===== src/rtl/gpio_edge_pkg.sv =====
package gpio_edge_pkg;

    localparam int PIN_COUNT  = 32;
    localparam int HALF_WIDTH = 16;
    localparam int ADDR_BITS  = 6;
    localparam int IDX_BITS   = ADDR_BITS - 2;

    typedef enum logic [IDX_BITS-1:0] {
        RG_BANK_EN  = 4'h2,
        RG_DIR      = 4'h4,
        RG_OUT_SET  = 4'h5,
        RG_OUT_CLR  = 4'h6,
        RG_LEVEL    = 4'h7,
        RG_RISE_SET = 4'h8,
        RG_RISE_CLR = 4'h9,
        RG_FALL_SET = 4'hA,
        RG_FALL_CLR = 4'hB,
        RG_STATUS   = 4'hC
    } reg_idx_e;

    function automatic logic [IDX_BITS-1:0] word_index(input logic [ADDR_BITS-1:0] a);
        return a[ADDR_BITS-1:2];
    endfunction

    function automatic logic hit(input logic [IDX_BITS-1:0] idx, input reg_idx_e which);
        return idx == which;
    endfunction

endpackage


===== src/rtl/gpio_sync_edge.sv =====
module gpio_sync_edge #(
    parameter int N = 32
) (
    input  logic         clk,
    input  logic         rst,
    input  logic [N-1:0] pin_in,
    output logic [N-1:0] level,
    output logic [N-1:0] rise,
    output logic [N-1:0] fall
);
    logic [N-1:0] stage1;
    logic [N-1:0] stage2;
    logic [N-1:0] prior;

    always_ff @(posedge clk) begin
        if (rst) begin
            stage1 <= '0;
            stage2 <= '0;
            prior  <= '0;
        end else begin
            stage1 <= pin_in;
            stage2 <= stage1;
            prior  <= stage2;
        end
    end

    assign level = stage2;
    assign rise  = stage2 & ~prior;
    assign fall  = ~stage2 & prior;

    // the visible level trails the first stage by exactly one cycle
    a_r5_two_stage: assert property (@(posedge clk) disable iff (rst)
        1'b1 |=> (level == $past(stage1)));

endmodule


===== src/rtl/gpio_regs.sv =====
module gpio_regs
    import gpio_edge_pkg::*;
#(
    parameter int N  = 32,
    parameter int NB = 2,
    parameter int AW = 6
) (
    input  logic          clk,
    input  logic          rst,
    input  logic [AW-1:0] bus_addr,
    input  logic          bus_wr,
    input  logic [N-1:0]  bus_wdata,
    input  logic          bus_rd,
    output logic [N-1:0]  bus_rdata,
    input  logic [N-1:0]  level,
    input  logic [N-1:0]  rise,
    input  logic [N-1:0]  fall,
    output logic [N-1:0]  dir_q,
    output logic [N-1:0]  out_q,
    output logic [N-1:0]  status_q,
    output logic [NB-1:0] bank_en_q
);
    logic [IDX_BITS-1:0] idx;
    logic [N-1:0] rise_en_q, fall_en_q;
    logic [N-1:0] st_clr, st_set;
    logic [N-1:0] rmux;

    assign idx = word_index(bus_addr);

    function automatic logic [N-1:0] w1_mask(input logic wr, input logic sel, input logic [N-1:0] d);
        return (wr && sel) ? d : '0;
    endfunction

    assign st_clr = w1_mask(bus_wr, hit(idx, RG_STATUS), bus_wdata);
    assign st_set = (rise & rise_en_q) | (fall & fall_en_q);

    always_ff @(posedge clk) begin
        if (rst) begin
            dir_q     <= '1;
            out_q     <= '0;
            rise_en_q <= '0;
            fall_en_q <= '0;
            status_q  <= '0;
            bank_en_q <= '0;
        end else begin
            if (bus_wr && hit(idx, RG_DIR))
                dir_q <= bus_wdata;
            if (bus_wr && hit(idx, RG_BANK_EN))
                bank_en_q <= bus_wdata[NB-1:0];
            out_q <= (out_q | w1_mask(bus_wr, hit(idx, RG_OUT_SET), bus_wdata))
                   & ~w1_mask(bus_wr, hit(idx, RG_OUT_CLR), bus_wdata);
            rise_en_q <= (rise_en_q | w1_mask(bus_wr, hit(idx, RG_RISE_SET), bus_wdata))
                       & ~w1_mask(bus_wr, hit(idx, RG_RISE_CLR), bus_wdata);
            fall_en_q <= (fall_en_q | w1_mask(bus_wr, hit(idx, RG_FALL_SET), bus_wdata))
                       & ~w1_mask(bus_wr, hit(idx, RG_FALL_CLR), bus_wdata);
            status_q <= (status_q & ~st_clr) | st_set;
        end
    end

    always_comb begin
        rmux = '0;
        case (idx)
            RG_BANK_EN:               rmux[NB-1:0] = bank_en_q;
            RG_DIR:                   rmux = dir_q;
            RG_OUT_SET, RG_OUT_CLR:   rmux = out_q;
            RG_LEVEL:                 rmux = level;
            RG_RISE_SET, RG_RISE_CLR: rmux = rise_en_q;
            RG_FALL_SET, RG_FALL_CLR: rmux = fall_en_q;
            RG_STATUS:                rmux = status_q;
            default:                  rmux = '0;
        endcase
    end

    always_ff @(posedge clk) begin
        if (rst)
            bus_rdata <= '0;
        else if (bus_rd)
            bus_rdata <= rmux;
    end

    // reset returns the configuration to its idle values
    a_r1_reset_state: assert property (@(posedge clk)
        rst |=> (dir_q == '1 && out_q == '0 && status_q == '0 && bank_en_q == '0));

    // a status bit only drops when a clear was written for it
    a_r9_status_hold: assert property (@(posedge clk) disable iff (rst)
        1'b1 |=> ((($past(status_q) & ~$past(st_clr)) & ~status_q) == '0));

    // a newly set status bit needs an enabled edge in the cycle before
    a_r8_status_cause: assert property (@(posedge clk) disable iff (rst)
        1'b1 |=> ((status_q & ~$past(status_q)
                   & ~$past((rise & rise_en_q) | (fall & fall_en_q))) == '0));

endmodule


===== src/rtl/gpio_irq_banks.sv =====
module gpio_irq_banks #(
    parameter int N  = 32,
    parameter int BW = 16,
    parameter int NB = N / BW
) (
    input  logic [N-1:0]  status,
    input  logic [NB-1:0] bank_en,
    output logic [NB-1:0] irq
);
    for (genvar b = 0; b < NB; b++) begin : g_bank
        assign irq[b] = bank_en[b] & (|status[b*BW +: BW]);
    end
endmodule


===== src/rtl/gpio_edge_ctrl.sv =====
module gpio_edge_ctrl
    import gpio_edge_pkg::*;
#(
    parameter int NPINS  = PIN_COUNT,
    parameter int BANK_W = HALF_WIDTH,
    parameter int AW     = ADDR_BITS,
    localparam int NB    = NPINS / BANK_W
) (
    input  logic             clk,
    input  logic             rst,
    input  logic [AW-1:0]    bus_addr,
    input  logic             bus_wr,
    input  logic [NPINS-1:0] bus_wdata,
    input  logic             bus_rd,
    output logic [NPINS-1:0] bus_rdata,
    input  logic [NPINS-1:0] pin_in,
    output logic [NPINS-1:0] pin_out,
    output logic [NPINS-1:0] pin_oe,
    output logic [NB-1:0]    irq
);
    logic [NPINS-1:0] level, rise, fall;
    logic [NPINS-1:0] dir_q, status_q;
    logic [NB-1:0]    bank_en_q;

    gpio_sync_edge #(.N(NPINS)) u_sync (
        .clk(clk), .rst(rst), .pin_in(pin_in),
        .level(level), .rise(rise), .fall(fall)
    );

    gpio_regs #(.N(NPINS), .NB(NB), .AW(AW)) u_regs (
        .clk(clk), .rst(rst),
        .bus_addr(bus_addr), .bus_wr(bus_wr), .bus_wdata(bus_wdata),
        .bus_rd(bus_rd), .bus_rdata(bus_rdata),
        .level(level), .rise(rise), .fall(fall),
        .dir_q(dir_q), .out_q(pin_out), .status_q(status_q), .bank_en_q(bank_en_q)
    );

    gpio_irq_banks #(.N(NPINS), .BW(BANK_W), .NB(NB)) u_irq (
        .status(status_q), .bank_en(bank_en_q), .irq(irq)
    );

    assign pin_oe = ~dir_q;

    // an interrupt line is only raised while its bank is enabled
    for (genvar b = 0; b < NB; b++) begin : g_chk
        a_r10_irq_gated: assert property (@(posedge clk) disable iff (rst)
            irq[b] |-> (bank_en_q[b] && (status_q[b*BANK_W +: BANK_W] != '0)));
    end

endmodule


===== config.mk =====
export PLATFORM = sky130hd
export DESIGN_NAME = gpio_edge_ctrl
export DESIGN_NICKNAME = d
export VERILOG_FILES = /design/src/rtl/gpio_edge_pkg.sv /design/src/rtl/gpio_sync_edge.sv /design/src/rtl/gpio_regs.sv /design/src/rtl/gpio_irq_banks.sv /design/src/rtl/gpio_edge_ctrl.sv
export SDC_FILE = /design/constraint.sdc
export NUM_CORES = 1
export LEC_CHECK = 0
export BUFFER_PORTS_ARGS = -buffer_cell sky130_fd_sc_hd__buf_2
export CORE_MARGIN = 2
export CORE_UTILIZATION = 41
export DETAILED_ROUTE_END_ITERATION = 10
export SYNTH_ARGS = -nofsm -noshare
export SYNTH_HDL_FRONTEND = slang
export SYNTH_SLANG_ARGS = --single-unit

===== constraint.sdc =====
create_clock -name clk -period 3 [get_ports clk]
set_input_delay 0.6 -clock clk [delete_from_list [all_inputs] [get_ports clk]]
set_output_delay 0.6 -clock clk [all_outputs]
set_load 0.02 [all_outputs]

Word-level counts from Yosys, hierarchy flattened --
Index checks and enable logic that the tools add are counted.
Cells by class: eq/ne operators 10, mux-type cells 9, bitwise gates (word level) 22, reduce and logical (&&, ||, !) cells 14
Operators with widths (count):
- bitwise AND 32 bit | 8
- two-way mux 32 bit | 7
- NOT 32 bit | 7
- one-hot mux 30 bit (6 select lines) | 1
- bitwise OR 32 bit | 5
- OR reduction 16 bit | 2
- equality test 4 bit, second input constant | 5
- equality test 4 x 3 -> 1 bit, second input constant | 4
- one-hot mux 2 bit (7 select lines) | 1
- logical AND 1 bit | 9
- OR reduction 2 bit | 3
- equality test 4 x 2 -> 1 bit, second input constant | 1
- bitwise AND 1 bit | 2
Storage, ports and cells: flip-flop bits (word level) 290, input port bits 74, output and inout bits 98, logic and storage cells 65

Logic depth before layout (Yosys ltp) --
depth after elaboration 6, gate-level depth with buffers 7, gate-level depth less buffers 4

Modules after synthesis --
Synthesis repeated with hierarchy kept, for this count alone.
Second synthesis, totals: cells, all modules 1224, area, all modules 11508.5 um^2
Modules (own cells, without submodules):
- gpio_regs | instances 1, cells an instance 914, area each 8313.0 um^2, seq. area each 3883.7 um^2
- gpio_sync_edge | instances 1, cells an instance 266, area each 3000.4 um^2, seq. area each 1921.8 um^2
- gpio_edge_ctrl | instances 1, cells an instance 32, area each 120.1 um^2, seq. area each 0.0 um^2
- gpio_irq_banks | instances 1, cells an instance 12, area each 75.1 um^2, seq. area each 0.0 um^2

Worst setup path before layout --
No wires, ideal clock.
kind input -> register, start point input bus_addr[2], end point register u_regs.bus_rdata[0], setup time 0.150 ns, arrival time 1.706 ns, required time 2.850 ns, slack 1.143 ns, stages 6, buffers on the path 3, path through buf_4 buf_6 buf_4 nor2_1 o311ai_0 a221oi_2
On the way: cells in the longest elaborated chain, start to end 3, elaborated cells between the ends (all ways) 14, those cells by class eq/ne (10); mux (1); reduce/logical (3)
Ends and longest elaborated chain:
- start: declaration | line gpio_edge_ctrl.sv:11 | input logic [AW-1:0] bus_addr,
- equality test 4 bit or equality test 4 x 3 -> 1 bit (tied branches) | line gpio_regs.sv:62 | case (idx)
- OR reduction 2 bit | line gpio_regs.sv:62
- one-hot mux 2 bit (7 select lines) (*) | line gpio_regs.sv:62
- end signal: assignment | line gpio_regs.sv:78 | bus_rdata <= rmux;
- end: declaration | line gpio_regs.sv:14 | output logic [N-1:0] bus_rdata,
Mark *: on every way between the ends. The rest lies on a longest branch, timed or not. A chain may end at the register's enable or synchronous reset.

Worst setup path in the final report --
start point register u_regs.status_q[30], end point output irq[1]
On the way: cells in the longest elaborated chain, start to end 2
Ends and longest elaborated chain:
- start: declaration | line gpio_regs.sv:20 | output logic [N-1:0] status_q,
- start signal: assignment | line gpio_regs.sv:56 | status_q <= (status_q & ~st_clr) | st_set;
- OR reduction 16 bit | line gpio_irq_banks.sv:11 | assign irq[b] = bank_en[b] & (|status[b*BW +: BW]);
- bitwise AND 1 bit | line gpio_irq_banks.sv:11
- end: declaration | line gpio_edge_ctrl.sv:19 | output logic [NB-1:0] irq
Every way passes these cells.

==> qor.txt <==
Simple-gate share of the synthesized area - 16.9%
Worst hold endpoint - u_sync.stage1[30]$_SDFF_PP0_
Min Tclk post-route - 2.62 ns
# port buffers - 169
Hold Crit Start - pin_in[30]
Final HPWL DP - 24.4 mm
Full die area - 0.0306 mm2
I/O pins - 172
Compound-Gate Fraction of Synth Area - 23.2%
Largest family of logic cells by synthesized area - compound AO/OA/AOI/OAI gates
CP max stage cell - nor4_1
Crit path DAT - 2.02 ns
P_leak - 0.00559 uW
Clock sink count - 290
Initial Util - 41.7%
Crit Path Class - reg2out
Adder-cell area share of the yosys netlist - 0%
Mean area per synthesized cell - 9.24 um2
Top FF cell, synth - dfxtp_1
Worst R2R Path Depth - 4
Pins over their slew limit - 0
Area delta synth->final - 17.8%
Placer Congestion - 0.851
Xor/xnor share of the synthesized area - 0.0732%
Overflow left after global routing - 0
Maximum operating frequency - 381 MHz
Routed wire length - 37.2 mm
Asr flop ratio synth - 0%
Slew @ Worst Pin - 0.854 ns
Seq/Total Area, Yosys - 48.5%
Row count - 62
DRT iter0 DRCs - 803
Nets - 1486
Global-route wire length before repair - 56.7 mm
Largest net degree at the start of global routing - 143
Pwr/cell area - 592 mW/mm2
Crit path max-delay family - simple AND/OR/NAND/NOR gates
YS warnings - 0
All-Layer GR Usage - 23.8%
Total number of vias - 10.1k
# setup viols final - 0
Area of the mapped netlist - 0.0120 mm2
Cts bufs inserted - 30
Routed WL per cell - 20.4 um
Core area - 0.0287 mm2
Drt first pass iters - 5
Mapped Cells - 1296
Min Hold Slack - 0.251 ns
Vias in the first global route - 9483
Unique cell type count in the Yosys netlist - 62
Max_slew headroom - 43.0%
Initial antenna violation count - 3
Crit. End Element - primary output
CTS root buffer - clkbuf_16
Worst min path class - in2reg
Number of setup buffers added after CTS - 0
CTS tree - done
Status - complete, no violations
Period utilization - 87.4%
CTS HTree Levels - 1
Worst reg-to-reg setup slack - 1.80 ns
# DRC - 0
Post-route ant nets - 0
Crit path buf inv count - 1
Synth Register Bits - 290
Die Width - 175 um
Vias/cell - 5.56
Worst r2r src - u_regs.bank_en_q[0]$_SDFFE_PP0P_
Syn Nets - 1370
CTS resizes - 0
Max-Cap Viols - 0
Reg clk slew, reported paths - 0.06 ns
Worst Path Max Fanout - 3
RSZ-0062 raised after global routing - false
Crit start category - flop
CP required - 2.40 ns
Mux cell area share after synthesis - 4.38%
Hold depth - 2
Maximum clock skew at final layout - 0.0100 ns
Hold_buf cts - 0
Setup tns final - 0 ns
Skew-Pair Late Insertion Delay - 0.56 ns
Critical R2R Capture - u_regs.bus_rdata[0]$_SDFFE_PP0P_
IR drop worst, VDD - 0.407 mV
CTS Buffer Depth - 3
Layout cell share with drive strength beyond 1 - 20.6%
Number of synthesized flops with an enable pin - 0
Final Hold Fails - 0
Worst path cell trace - nor4_1, a41oi_1, buf_2
Die height - 175 um
Max incr delay on CP - 0.58 ns
how the worst max path moves through the flow:
| stage | depth (start not counted) | end | startpoint |
|---|---|---|---|
| floorplan | 6 | u_regs.bus_rdata[0]$_SDFFE_PP0P_ | bus_addr[2] |
| global placement | 6 | u_regs.dir_q[14]$_SDFFE_PP1P_ | bus_addr[4] |
| detailed placement | 6 | u_regs.dir_q[13]$_SDFFE_PP1P_ | bus_addr[4] |
| CTS | 3 | irq[1] | u_regs.status_q[26]$_SDFF_PP0_ |
| global route | 3 | irq[1] | u_regs.status_q[26]$_SDFF_PP0_ |
| finish | 3 | irq[1] | u_regs.status_q[30]$_SDFF_PP0_ |
metal layers:
metal / GRT usage, % / up-vias / routed length [um]
met5: 0 / - / 33
li1: - / 4879 / -
met4: 6.91 / 4 / 1020
met3: 4.37 / 69 / 2580
met2: 37.8 / 337 / 16800
met1: 33.1 / 4827 / 16700
placed cells by master, fill, tap and decap left out, drive strengths merged, types with 2 or more instances in the layout:
cell    Yosys  final
a211o      22     22
nand2      90     90
o22ai      26     26
or3b        2      2
nand2b      2      2
inv        35     35
nor2b     107    107
a21o        8      8
a41oi       8      8
nor3        2      2
o211ai      2      2
a222oi      4      4
nor3b       2      2
a41o        3      3
o21ai      44     44
mux2       11     11
a21boi      2      2
and3        2      2
a31oi       9      9
and3b       4      4
nand3      35     35
a22o        8      8
a21oi     139    139
nor4        8      8
a221o       2      2
a32o        8      8
mux2i      40     40
a211oi     96     96
a22oi      11     11
nand3b     45     45
a221oi     16     16
nor4bb      2      2
buf        90    215
clkbuf     42     48
dfxtp     290    290
nor2       65     65
a32oi       3      3
clkinv      2      9
final cells by class:
cell class              instances  area, um2
clock buffers                  47        926
inverters                      37        139
fillers                      2825      14600
well taps                     384        480
repair buffers                216       1310
diodes                          1       2.50
multi-input cells             837       5360
flip-flops and latches        290       5810
clock inverters                 8       80.1
through the flow:
stage	cells	power [uW]	area, um2	util [%]	setup WS [ns]
floorplan	1296	4460	12000	-	1.14
detailed placement	1764	4680	13100	45.6	0.465
global placement	1764	4670	13100	45.6	0.511
global route	1820	8620	14100	49.1	0.253
CTS	1819	8400	14100	49.1	0.379
finish	1820	8340	14100	49.1	0.378
state kept, by name, summed over array words and instances (netlist names):
register and count:
u_sync.stage1 32, u_regs.rise_en_q 32, u_regs.bus_rdata 32, u_regs.dir_q 32, u_regs.bank_en_q 2, u_sync.level 32, u_regs.out_q 32, u_regs.fall_en_q 32
u_regs.status_q 32, u_sync.prior 32
synthesized netlist by cell type, types with 5 or more instances:
library cell | instances | share of area [%]
buf_1 | 5 | 0.16
nor4_1 | 8 | 0.42
buf_6 | 8 | 0.75
a32o_1 | 8 | 0.67
a31oi_1 | 9 | 0.47
nand2_1 | 90 | 2.8
clkbuf_1 | 42 | 1.3
a41oi_1 | 8 | 0.59
mux2i_1 | 40 | 3.3
mux2_2 | 10 | 0.94
a211oi_1 | 96 | 6.0
inv_1 | 35 | 1.1
buf_4 | 19 | 1.2
o21ai_1 | 10 | 0.42
a211o_1 | 22 | 1.6
buf_2 | 58 | 2.4
a22o_1 | 8 | 0.59
a21oi_1 | 139 | 5.8
dfxtp_1 | 290 | 49
a221oi_1 | 11 | 0.80
nor2b_1 | 107 | 5.6
a22oi_1 | 11 | 0.69
a21o_1 | 8 | 0.50
o21ai_0 | 34 | 1.4
o22ai_1 | 25 | 1.3
nand3_1 | 35 | 1.5
a221oi_2 | 5 | 0.63
nand3b_1 | 43 | 2.7
nor2_1 | 62 | 1.9
power by group:
part | switching, uW | internal (uW) | total [uW]
registers | 56.6 | 3940 | 3990
logic | 393 | 214 | 607
clock network | 1540 | 2200 | 3740
total | 1990 | 6350 | 8340
cells by family (layout without fill, tap and decap cells):
group / count (synthesis) / after routing
AO/OA/AOI/OAI: 415 / 415
AND/OR/NAND/NOR: 370 / 370
flip-flops: 290 / 290
buffers and inverters: 169 / 308
multiplexers: 51 / 51
XOR/XNOR: 1 / 1
other: 0 / 1
worst register-to-register path, cell delays in order, from the launching register on:
cell	delay [ns]
dfxtp_1	0.32
nor4bb_1	0.14
a41o_1	0.21
a222oi_1	0.28
a221oi_2	0.10
(Power assumes the default switching activity.)
